$ cat src/rtl/regfile_pkg.sv
package regfile_pkg;

  localparam int NUM_GP  = 6;   // B C D E H L
  localparam int NUM_IDX = 6;   // IXh IXl IYh IYl SPh SPl
  localparam int NUM_SLOT = 16; // byte select space

  // Write strobes from control to datapath
  typedef struct packed {
    logic [NUM_GP-1:0]  gpWe;   // bit i = byte code i
    logic [1:0]         afWe;   // [0]=A (code 6), [1]=F (code 7)
    logic [NUM_IDX-1:0] idxWe;  // bit i = byte code 8+i
    logic               wide;   // pair write: even slot takes high data byte
    logic               togAf;
    logic               togGp;
  } wr_strobe_t;

endpackage

$ cat src/rtl/regfile_ctrl.sv
module regfile_ctrl
  import regfile_pkg::*;
(
  input  logic       clk,
  input  logic       rstN,
  input  logic       wrEn,
  input  logic       wrWide,
  input  logic [3:0] wrSel,
  input  logic       exAf,
  input  logic       exGp,
  output wr_strobe_t strobe,
  output logic       afBank,
  output logic       gpBank
);

  localparam int NUM_WR_SLOT = NUM_GP + 2 + NUM_IDX;

  logic [NUM_WR_SLOT-1:0] byteWe;

  // Byte slot k is hit by byte code k or by pair code k/2
  always_comb begin
    for (int k = 0; k < NUM_WR_SLOT; k++) begin
      byteWe[k] = wrEn && (wrWide ? (!wrSel[3] && (wrSel[2:0] == 3'(k / 2)))
                                  : (wrSel == 4'(k)));
    end
  end

  always_comb begin
    strobe.gpWe  = byteWe[NUM_GP-1:0];
    strobe.afWe  = byteWe[NUM_GP+1:NUM_GP];
    strobe.idxWe = byteWe[NUM_WR_SLOT-1:NUM_GP+2];
    strobe.wide  = wrWide;
    strobe.togAf = exAf;
    strobe.togGp = exGp;
  end

  // Bank selects: exchange is a toggle, no data movement
  always_ff @(posedge clk or negedge rstN) begin
    if (!rstN) begin
      afBank <= 1'b0;
      gpBank <= 1'b0;
    end else begin
      if (strobe.togAf) afBank <= ~afBank;
      if (strobe.togGp) gpBank <= ~gpBank;
    end
  end

endmodule

$ cat src/rtl/regfile_dp.sv
module regfile_dp
  import regfile_pkg::*;
#(
  parameter int DATA_W = 8,
  parameter int NUM_RD = 2
) (
  input  logic                            clk,
  input  logic                            rstN,
  input  wr_strobe_t                      strobe,
  input  logic                            afBank,
  input  logic                            gpBank,
  input  logic [2*DATA_W-1:0]             wrData,
  input  logic [NUM_RD-1:0]               rdWide,
  input  logic [NUM_RD-1:0][3:0]          rdSel,
  output logic [NUM_RD-1:0][2*DATA_W-1:0] rdData
);

  localparam int PAIR_W = 2 * DATA_W;

  logic [DATA_W-1:0] gpMem  [2][NUM_GP];
  logic [DATA_W-1:0] afMem  [2][2];
  logic [DATA_W-1:0] idxMem [NUM_IDX];
  logic [DATA_W-1:0] view   [NUM_SLOT];
  logic [DATA_W-1:0] hiByte;
  logic [DATA_W-1:0] loByte;

  assign hiByte = strobe.wide ? wrData[PAIR_W-1:DATA_W] : wrData[DATA_W-1:0];
  assign loByte = wrData[DATA_W-1:0];

  // Banked storage: writes go to the bank active before any toggle
  always_ff @(posedge clk or negedge rstN) begin
    if (!rstN) begin
      for (int b = 0; b < 2; b++) begin
        for (int i = 0; i < NUM_GP; i++) gpMem[b][i] <= '0;
        for (int i = 0; i < 2; i++)      afMem[b][i] <= '0;
      end
    end else begin
      for (int i = 0; i < NUM_GP; i++)
        if (strobe.gpWe[i]) gpMem[gpBank][i] <= (i % 2 == 0) ? hiByte : loByte;
      for (int i = 0; i < 2; i++)
        if (strobe.afWe[i]) afMem[afBank][i] <= (i == 0) ? hiByte : loByte;
    end
  end

  // Unbanked index registers and stack pointer
  always_ff @(posedge clk or negedge rstN) begin
    if (!rstN) begin
      for (int i = 0; i < NUM_IDX; i++) idxMem[i] <= '0;
    end else begin
      for (int i = 0; i < NUM_IDX; i++)
        if (strobe.idxWe[i]) idxMem[i] <= (i % 2 == 0) ? hiByte : loByte;
    end
  end

  // Flat byte view of the active state, indexed by byte code
  always_comb begin
    for (int i = 0; i < NUM_GP; i++)  view[i] = gpMem[gpBank][i];
    view[NUM_GP]   = afMem[afBank][0];
    view[NUM_GP+1] = afMem[afBank][1];
    for (int i = 0; i < NUM_IDX; i++) view[NUM_GP+2+i] = idxMem[i];
    for (int i = NUM_GP + 2 + NUM_IDX; i < NUM_SLOT; i++) view[i] = '0;
  end

  for (genvar p = 0; p < NUM_RD; p++) begin : g_rd
    always_comb begin
      if (rdWide[p]) begin
        if (rdSel[p][3]) rdData[p] = '0;
        else rdData[p] = {view[{rdSel[p][2:0], 1'b0}], view[{rdSel[p][2:0], 1'b1}]};
      end else begin
        rdData[p] = {{DATA_W{1'b0}}, view[rdSel[p]]};
      end
    end
  end

endmodule

$ cat src/rtl/regfile_xchg.sv
module regfile_xchg
  import regfile_pkg::*;
#(
  parameter int DATA_W = 8
) (
  input  logic                clk,
  input  logic                rstN,
  input  logic                rdWideA,
  input  logic [3:0]          rdSelA,
  output logic [2*DATA_W-1:0] rdDataA,
  input  logic                rdWideB,
  input  logic [3:0]          rdSelB,
  output logic [2*DATA_W-1:0] rdDataB,
  input  logic                wrEn,
  input  logic                wrWide,
  input  logic [3:0]          wrSel,
  input  logic [2*DATA_W-1:0] wrData,
  input  logic                exAf,
  input  logic                exGp
);

  wr_strobe_t strobe;
  logic       afBank;
  logic       gpBank;
  logic [1:0][2*DATA_W-1:0] rdData;

  regfile_ctrl i_ctrl (
    .clk    (clk),
    .rstN   (rstN),
    .wrEn   (wrEn),
    .wrWide (wrWide),
    .wrSel  (wrSel),
    .exAf   (exAf),
    .exGp   (exGp),
    .strobe (strobe),
    .afBank (afBank),
    .gpBank (gpBank)
  );

  regfile_dp #(.DATA_W(DATA_W), .NUM_RD(2)) i_dp (
    .clk    (clk),
    .rstN   (rstN),
    .strobe (strobe),
    .afBank (afBank),
    .gpBank (gpBank),
    .wrData (wrData),
    .rdWide ({rdWideB, rdWideA}),
    .rdSel  ({rdSelB, rdSelA}),
    .rdData (rdData)
  );

  assign rdDataA = rdData[0];
  assign rdDataB = rdData[1];

endmodule

$ cat config.mk
export PLATFORM = sky130hd
export DESIGN_NAME = regfile_xchg
export DESIGN_NICKNAME = d
export VERILOG_FILES = /design/src/rtl/regfile_pkg.sv /design/src/rtl/regfile_ctrl.sv /design/src/rtl/regfile_dp.sv /design/src/rtl/regfile_xchg.sv
export SDC_FILE = /design/constraint.sdc
export NUM_CORES = 1
export LEC_CHECK = 0
export BUFFER_PORTS_ARGS = -buffer_cell sky130_fd_sc_hd__buf_2
export CAP_MARGIN = 10
export CORE_ASPECT_RATIO = 1.75
export CORE_MARGIN = 3
export CORE_UTILIZATION = 50
export DETAILED_ROUTE_END_ITERATION = 7
export GPL_TIMING_DRIVEN = 0
export HOLD_SLACK_MARGIN = 0.12
export MAX_ROUTING_LAYER = met4
export PLACE_DENSITY = 0.75
export SYNTH_ARGS = -nofsm -noshare
export SYNTH_HDL_FRONTEND = slang
export SYNTH_SLANG_ARGS = --single-unit
$ cat constraint.sdc
create_clock -name clk -period 4.9 [get_ports clk]
set_input_delay 0.245 -clock clk [delete_from_list [all_inputs] [get_ports clk]]
set_output_delay 0.245 -clock clk [all_outputs]
set_load 0.03 [all_outputs]
After elaboration in Yosys (flattened, before gate mapping)
Index checks and enable logic that the tools add are counted.
Operators by class
  equal/unequal tests: 19
  reduce and logical (&&, ||, !) cells: 26
  order comparisons: 10
  bitwise gates (word level): 10
  mux-type cells: 75
Operators by type and width (count)
  $bwmux W96: 6
  $mux W96: 6
  $demux W48 S1: 6
  $bmux W8 S4: 6
  $mux W48: 4
  $mux W16: 9
  $mux W8: 15
  $mux W32: 3
  $bwmux W32: 2
  $mux W40: 1
  $demux W16 S1: 2
  $ge A5 B5 Y1 const B: 6
  $not A4 Y5: 6
  $eq A4 B4 Y1 const B: 6
  $mux W24: 1
  $logic_and A1 B1 Y1: 23
  $eq A4 B3 Y1 const B: 4
  $mux W1: 14
  $eq A3 B3 Y1 const B: 3
  $eq A4 B2 Y1 const B: 2
  $eq A3 B2 Y1 const B: 2
  $eq A4 B1 Y1 const B: 1
  $ge A2 B2 Y1 const B: 2
  $logic_not A4 Y1: 1
  other kinds (6): 9
Storage, ports and cells
  logic and storage cells: 164
  flip-flop bits (word level): 178
  output and inout port bits: 32
  bits of input ports: 36

Logic depth before layout (Yosys ltp)
Gate-level depths: netlist of run 1.
  word-level depth: 17
  depth in mapped cells: 8
  mapped depth without buffers: 5

Modules after synthesis
Synthesis of run 1 repeated with hierarchy kept, for this count alone.
Second synthesis, totals
  cells, all modules: 1249
  area total of the unflattened synthesis: 12100.4 sq um
Modules (own cells, without submodules)
  regfile_dp: cells each 1190, area an instance 11617.4 sq um, seq. area each 4404.2 sq um, times used 1
  regfile_ctrl: cells each 59, area an instance 483.0 sq um, seq. area each 50.0 sq um, times used 1

Worst setup path after synthesis of run 1
Ideal clock, no wire load.
  kind: register to output
  from: register i_ctrl.gpBank
  to: output rdDataB[3]
  stages on the path, launching flop included: 8
  data required time: 4.655 ns
  arrival time: 2.152 ns
  buffers on the path: 3
  setup slack: 2.503 ns
  cells stage by stage: dfrtp_1 -> buf_6 -> buf_4 -> buf_2 -> o32ai_1 -> o21ai_0 -> o2111a_1 -> o31ai_1
On the way
  word-level cells in the longest chain between the ends: 9
  elaborated cells on any way between the ends: 12
  classes of those cells: 11 x mux; 1 x bitwise
Ends and longest elaborated chain
  from (decl): RTL line regfile_ctrl.sv:13  | output logic gpBank
  from (signal assigned): RTL line regfile_ctrl.sv:44  | if (strobe.togGp) gpBank <= ~gpBank;
  $not A1 Y2 (implied by the code) *: RTL line regfile_dp.sv:57  | for (int i = 0; i < NUM_GP; i++) view[i] = gpMem[gpBank][i];
  $mux W48 (implied by the code) * (3 in a row): RTL line regfile_dp.sv:57
  $bmux W8 S4: RTL line regfile_dp.sv:68  | else rdData[p] = {view[{rdSel[p][2:0], 1'b0}], view[{rdSel[p][2:0], 1'b1}]};
  $mux W8 (implied by the code) (2 in a row): RTL line regfile_dp.sv:68
  $mux W16: RTL line regfile_dp.sv:67  | if (rdSel[p][3]) rdData[p] = '0;
  $mux W16 *: RTL line regfile_dp.sv:66  | if (rdWide[p]) begin
  to (decl): RTL line regfile_xchg.sv:13  | output logic [2*DATA_W-1:0] rdDataB,
Every way passes the cells marked *; elsewhere a longest branch is shown, timed or not. The select of a mux whose other input is x is not followed.

Worst setup path after layout of run 1
  from: register i_ctrl.afBank
  to: output rdDataB[4]
On the way
  word-level cells in the longest chain between the ends: 9
  elaborated cells on any way between the ends: 12
  classes of those cells: 11 x mux; 1 x bitwise
Ends and longest elaborated chain
  from (decl): RTL line regfile_ctrl.sv:12  | output logic afBank,
  from (signal assigned): RTL line regfile_ctrl.sv:43  | if (strobe.togAf) afBank <= ~afBank;
  $not A1 Y2 (implied by the code) *: RTL line regfile_dp.sv:58, regfile_dp.sv:59
  $mux W16 (implied by the code) * (3 in a row): RTL line regfile_dp.sv:58  | view[NUM_GP] = afMem[afBank][0];
  $bmux W8 S4: RTL line regfile_dp.sv:68
  $mux W8 (implied by the code) (2 in a row): RTL line regfile_dp.sv:68
  $mux W16: RTL line regfile_dp.sv:67
  $mux W16 *: RTL line regfile_dp.sv:66
Marks and branches as above.

==> metrics.md, run 1 <==
| Metric | Value |
|---|---|
| Async set or reset register ratio after synthesis | 100% |
| Vias in the first global route | 11000 |
| Top FF cell, synth | dfrtp_1 |
| First-pass GRT wire length | 75.5 mm |
| Post-Route WL | 51.7 mm |
| TNS Setup | 0 ns |
| Sink Count | 178 |
| Count of final max-slew check failures | 0 |
| Vias per cell | 6.86 |
| R2R cell count | 7 |
| Tmin final | 3.97 ns |
| CP Max Fanout | 10 |
| GR Overflow Total | 0 |
| Cell count after synthesis | 1208 |
| RSZ-0062 raised after global routing | false |
| Synthesized area | 0.0119 sq mm |
| Maxcap violations | 0 |
| Achievable Freq | 252 MHz |
| Hold Crit Class | input port to register |
| Finished Cell Area | 0.0134 sq mm |
| Clk_skew | 0.00997 ns |
| DRT iter0 DRCs | 1221 |
| Sw Ratio | 43.6% |
| Core ar. | 0.0234 sq mm |
| Worst-Margin Slew | 1.06 ns |
| Clock Power Share | 18.5% |
| Final worst path period share | 81.0% |
| Seq. cell area | 0.00445 sq mm |
| DRT antenna net count | 0 |
| Layout Nets | 1339 |
| Io pins | 68 |
| Max clock buf depth | 2 |
| Pin count of the biggest net entering global routing | 109 |
| Final HPWL DP | 38.8 mm |
| Die Wd | 123 microns |
| P_leak | 5.81 nW |
| Worst R2R Setup Slack | 2.45 ns |
| Psw | 3.31 mW |
| RR Endpoint | i_dp.afMem[10] |
| CTS buffer count | 17 |
| Starting Density | 51.0% |
| Vias | 11100 |
| Routability cong. | 1.13 |
| M1 GR Usage | 48.4% |
| Worst Path Class, Setup | register to output port |
| Final hold vios | 0 |
| # port buffers | 62 |
| Worst setup endpoint | rdDataB[4] |
| FF-to-FF Start | i_ctrl.afBank |
| Post-synth EDFFs | 0 |
| Synth-to-layout area growth | 12.0% |
| Die ar. | 0.0259 sq mm |
| Sequential group share of total power | 34.9% |
| Avg Cell Area, Syn | 9.89 sq um |
| Post-Syn Nets | 1244 |
| Initial antenna violation count | 0 |
| CTS tree | done |
| Gr usage total | 42.4% |
| CTS clk-pin slew, worst paths | 0.07 ns |
| Most used routing layer | met2 |
| Number of fill cells | 2113 |
| Ant. Diodes | 0 |
| CP startpoint | i_ctrl.afBank |
| Multi-input logic area | 0.00693 sq mm |
| Maximum vdd drop | 0.504 mV |
| Ys Warns | 0 |
| P per Cell Area | 566 mW/mm^2 |
| Crit end category | output port |
| Met2 Use GR | 63.1% |
| Critical path required time | 4.66 ns |
| Gate power share | 46.6% |
| Pre-antenna DRT Iters | 7 |
| Htree depth | 4 |
| Finish-stage setup viols | 0 |
| Die Span Y | 210 microns |
| Clock insertion delay at the later pin of the skew report | 0.46 ns |
| Pint | 4.27 mW |
| M3 GR Usage | 9.80% |
| Register bit total from synthesis | 178 |
| Wire per inst | 31.9 microns |
| Area post-placement | 0.0127 sq mm |
| Seq/Total Area, Yosys | 37.3% |
| CP startpoint kind | register |
| Row count | 74 |
| Post-synth cell types | 67 |
| Share of cells above drive strength 1 | 24.6% |
| CP arrival | 3.73 ns |
| Max_slew headroom | 28.9% |
| DRC Markers | 0 |
| Status | finished, final reports clean |
| CTS root buf | clkbuf_16 |
-- worst min path at each step --
stage,from,to,slack [ns],cells past startpoint
floorplan,rstN,i_ctrl.afBank,-0.05,0
global placement,exAf,i_ctrl.afBank,0.43,2
detailed placement,rstN,i_dp.idxMem[34],0.22,1
CTS,wrData[9],i_dp.gpMem[9],0.14,3
global route,wrData[9],i_dp.gpMem[9],0.20,3
finish,wrData[9],i_dp.gpMem[9],0.16,3
-- cells in the mapped netlist, types with 4 or more instances --
master | count | area [sq um]
a221oi_1 | 6 | 52.6
o311ai_1 | 4 | 35.0
inv_1 | 6 | 22.5
nand2_1 | 116 | 435
a2bb2oi_1 | 10 | 87.6
o22ai_1 | 14 | 87.6
xor2_1 | 4 | 35.0
a21oi_1 | 83 | 415
mux2_2 | 119 | 1340
o211ai_1 | 29 | 218
nor2_1 | 111 | 417
mux4_2 | 38 | 856
o32ai_1 | 5 | 43.8
nor2b_1 | 14 | 87.6
o41ai_1 | 7 | 61.3
buf_6 | 8 | 90.1
buf_2 | 40 | 200
nor3_1 | 14 | 70.1
nand2b_1 | 13 | 81.3
nand3_1 | 13 | 65.1
dfrtp_1 | 178 | 4450
buf_4 | 5 | 37.5
mux2i_1 | 121 | 1210
clkbuf_1 | 48 | 180
nor3b_1 | 4 | 30.0
a211oi_1 | 35 | 263
o21ai_0 | 86 | 430
mux2_4 | 6 | 90.1
buf_1 | 7 | 26.3
-- final cells by class --
| cell class | count | area share (%) |
|---|---|---|
| Clock inverter | 14 | 1.16 |
| Tap cell | 304 | 2.84 |
| Sequential cell | 178 | 33.3 |
| Buffer | 108 | 3.99 |
| Clock buffer | 18 | 3.21 |
| Inverter | 8 | 0.224 |
| Timing Repair Buffer | 76 | 3.53 |
| Multi-Input combinational cell | 914 | 51.8 |
-- registers in the layout, summed over array words and instances, names as in the netlist --
| name | cells |
|---|---|
| i_dp.idxMem | 48 |
| i_dp.gpMem | 96 |
| i_ctrl.gpBank | 1 |
| i_dp.afMem | 32 |
| i_ctrl.afBank | 1 |
-- power by group through the flow --
stage	sequential, mW	clock [mW]	combinational (mW)
2_1_floorplan	2.40	0	2.33
5_1_grt	2.70	1.46	3.70
3_3_place_gp	2.58	0	3.34
6_report	2.64	1.40	3.53
3_5_place_dp	2.62	0	3.38
4_1_cts	2.60	1.40	3.41
-- worst max-delay path, stage by stage, from the launching register on --
cell	delay [ns]
dfrtp_1	0.32
buf_2	0.26
buf_4	0.30
buf_2	0.41
mux2i_1	0.71
nor3_1	0.15
o41ai_1	0.72
o211ai_1	0.16
buf_2	0.22
-- cell families after synthesis --
kind of cell / share of synthesized area, %
simple gates: 11.5
flops: 37.3
xor+xnor: 0.293
buf+inv: 4.72
compound gates: 17.0
mux: 29.3
-- stage by stage --
stage               util (%)  power (mW)  std cells  worst slack [ns]  hold slack [ns]
global placement        54.0        5.92       1574             0.804            0.428
floorplan                  -        4.73       1208              2.50          -0.0506
CTS                     57.1        7.41       1619             0.980            0.142
global route            57.1        7.86       1620             0.931            0.202
finish                  57.1        7.58       1620             0.929            0.158
detailed placement      54.1        6.00       1575              1.49            0.220
-- repair_timing --
| action | 4_1_cts | 5_1_grt |
|---|---|---|
| gates resized for setup | 0 | 0 |
| endpoints found under the setup margin | 0 | 0 |
| setup buffers | 0 | 0 |
| hold buffers | 12 | 0 |
| endpoints found under the hold margin | 81 | 0 |
-- placed cells by master, fill, tap and decap left out, types with 4 or more instances in the layout --
cell type and instances:
nor3_1 14, o21ai_0 86, dfrtp_1 178, buf_6 8, a21oi_1 83, nand2_1 116
inv_1 6, xor2_1 4, clkbuf_16 17, a221oi_1 6, clkinv_2 4, buf_1 7
o32ai_1 5, a2bb2oi_1 10, o211ai_1 29, buf_4 5, buf_2 102, clkbuf_1 49
o41ai_1 7, nor3b_1 4, nand2b_1 13, clkinv_4 4, o311ai_1 4, dlygate4sd3_1 12
a211oi_1 35, nand3_1 13, o22ai_1 14, mux2i_1 121, mux2_2 119, nor2b_1 14
mux4_2 38, mux2_4 6, nor2_1 111
-- per-layer routing --
| layer | vias to the layer above | share of wire [%] |
|---|---|---|
| met5 | - | 0 |
| met2 | 707 | 46 |
| li1 | 4683 | - |
| met4 | 0 | 10 |
| met3 | 271 | 8.3 |
| met1 | 5460 | 35 |
Note: power is estimated with default switching activity, not from simulation.
==> run 2: changes to the inputs <==
Clock period 4.9 ns to 3.9 ns, I/O delays scaled along.
==> metrics.md, run 2 (synthesis gave the netlist of run 1 again) <==
| Metric | Value |
|---|---|
| Row count | 74 |
| First-pass GRT wire length | 75.5 mm |
| Routability cong. | 1.13 |
| Worst slack, placed | 0.540 ns |
| Gr usage total | 42.4% |
| Final setup margin | 0.0268 ns |
| Crit end category | output port |
| RSZ-0062 raised after global routing | false |
| R2R cell count | 7 |
| CTS clk-pin slew, worst paths | 0.07 ns |
| GR Overflow Total | 0 |
| Die ar. | 0.0259 sq mm |
| FF-to-FF Start | i_ctrl.afBank |
| Wire per inst | 31.8 microns |
| Core ar. | 0.0234 sq mm |
| Die Span Y | 210 microns |
| Io pins | 68 |
| CTS tree | done |
| Critical path required time | 3.70 ns |
| CP Max Fanout | 10 |
| RR Endpoint | i_dp.afMem[15] |
| P per Cell Area | 709 mW/mm^2 |
| Largest register by flop count | i_dp.gpMem |
| Final worst path period share | 99.3% |
| Max_slew headroom | 13.9% |
| Vias per cell | 6.83 |
| Tmin final | 3.87 ns |
| Finish-stage setup viols | 0 |
| CTS root buf | clkbuf_16 |
| Htree depth | 4 |
| Status | finished, final reports clean |
| Layout Nets | 1341 |
| DRT iter0 DRCs | 1224 |
| Pre-antenna DRT Iters | 8 |
| Vias | 11100 |
| Commonest cells after routing, fill and taps aside | dfrtp_1, mux2i_1, mux2_2, nand2_1, nor2_1 |
| Multi-input logic area | 0.00694 sq mm |
| Commonest non-fill, non-tap cell in the layout | dfrtp_1 |
| Final hold vios | 0 |
| Pin count of the biggest net entering global routing | 109 |
| Hold Crit Class | input port to register |
| Die Wd | 123 microns |
| CP arrival | 3.68 ns |
| Clock insertion delay at the later pin of the skew report | 0.46 ns |
| DRT antenna net count | 0 |
| Largest stage delay on the critical path | 0.70 ns |
| Hold_sp | wrData[13] |
| Slowest cell on the critical path | o41ai_1 |
| Clk_skew | 0.00808 ns |
| Share of cells above drive strength 1 | 24.7% |
| Starting Density | 51.0% |
| P_leak | 5.81 nW |
| DRC Markers | 0 |
| CP startpoint kind | register |
| Number of fill cells | 2104 |
| Achievable Freq | 258 MHz |
| Max clock buf depth | 2 |
| Largest register FFs | 96 |
| Worst R2R Setup Slack | 1.45 ns |
| Count of final max-slew check failures | 0 |
| CP Cell Sequence | buf_2 > buf_4 > buf_2 > mux2i_1 > nor3_1 > o41ai_1 > o211ai_1 > buf_2 |
| Most frequent CP cell | buf_2 |
| Top Registers | i_dp.gpMem (96), i_dp.idxMem (48), i_dp.afMem (32) |
| Post-Route WL | 51.6 mm |
| Maximum vdd drop | 0.632 mV |
| Ant. Diodes | 0 |
| CTS buffer count | 17 |
| Worst-Margin Slew | 1.28 ns |
| Initial antenna violation count | 0 |
| CP startpoint | i_ctrl.afBank |
| Seq. cell area | 0.00445 sq mm |
| Sink Count | 178 |
| Placed cells | 1575 |
| # port buffers | 62 |
| Vias in the first global route | 11100 |
| Worst hold path endpoint | i_dp.gpMem[13] |
| Final std cells w/o fill | 1622 |
| Final HPWL DP | 38.8 mm |
| Synth-to-layout area growth | 12.3% |
| Worst Path Class, Setup | register to output port |
| Hold depth | 3 |
| Maxcap violations | 0 |
[run 2: cell types whose count changed in the layout (fill, tap and decap cells not counted), sizes merged]
cell,change
dlygate4sd3,+3
buf,-1
[run 2: worst max-delay path by stage]
stage | slack (ns) | end | cells past startpoint
global route | 0.04 | rdDataA[5] | 8
detailed placement | 0.54 | rdDataA[5] | 8
floorplan | 1.55 | rdDataB[3] | 7
global placement | -0.15 | i_dp.gpMem[28] | 1
CTS | 0.03 | rdDataA[5] | 8
finish | 0.03 | rdDataB[4] | 8
[run 2: worst max-delay path, delay by kind of cell, from the launching register on]
family / cells / cell delay (ns)
buffers and inverters: 4 / 1.19
AOI/OAI and AO/OA: 2 / 0.86
muxes: 1 / 0.69
DFF: 1 / 0.32
and+or+nand+nor: 1 / 0.14
[run 2: where the power goes]
group	internal, mW	switching (mW)	total [mW]
sequential	2.59	0.735	3.32
combinational	1.83	2.61	4.44
clock	0.954	0.804	1.76
total	5.37	4.15	9.52
[run 2: layout make-up]
cell class,instances,area share (%)
buffer,108,3.98
clock buffer,18,3.20
clock inverter,14,1.16
inverter,8,0.224
multi-input combinational,914,51.7
sequential,178,33.2
tap,304,2.83
timing repair buffer,78,3.71
[run 2: metal layers]
layer	wire, microns	part of all wire [%]	vias to the layer above	track usage [%]
met5	0	0	-	-
met4	5270	10	0	33.0
met3	4040	7.8	273	9.64
met2	23800	46	687	63.4
met1	18600	36	5442	48.5
li1	-	-	4684	-
[run 2: per-stage QoR]
step	area (sq um)	hold slack (ns)	utilization, %	power, mW	TNS [ns]
6_report	13400	0.130	57.3	9.52	0
5_1_grt	13400	0.154	57.3	9.88	0
4_1_cts	13400	0.128	57.2	9.31	0
3_5_place_dp	12700	0.170	54.1	7.54	0
3_3_place_gp	12600	0.378	54.0	7.43	-22.16
2_1_floorplan	11900	-0.101	-	5.94	0
[run 2: what timing repair did]
action	CTS	global route
gates resized for setup	0	2
setup buffers	0	0
endpoints found under the hold margin	84	0
setup endpoints to repair	0	1
hold buffers	15	0
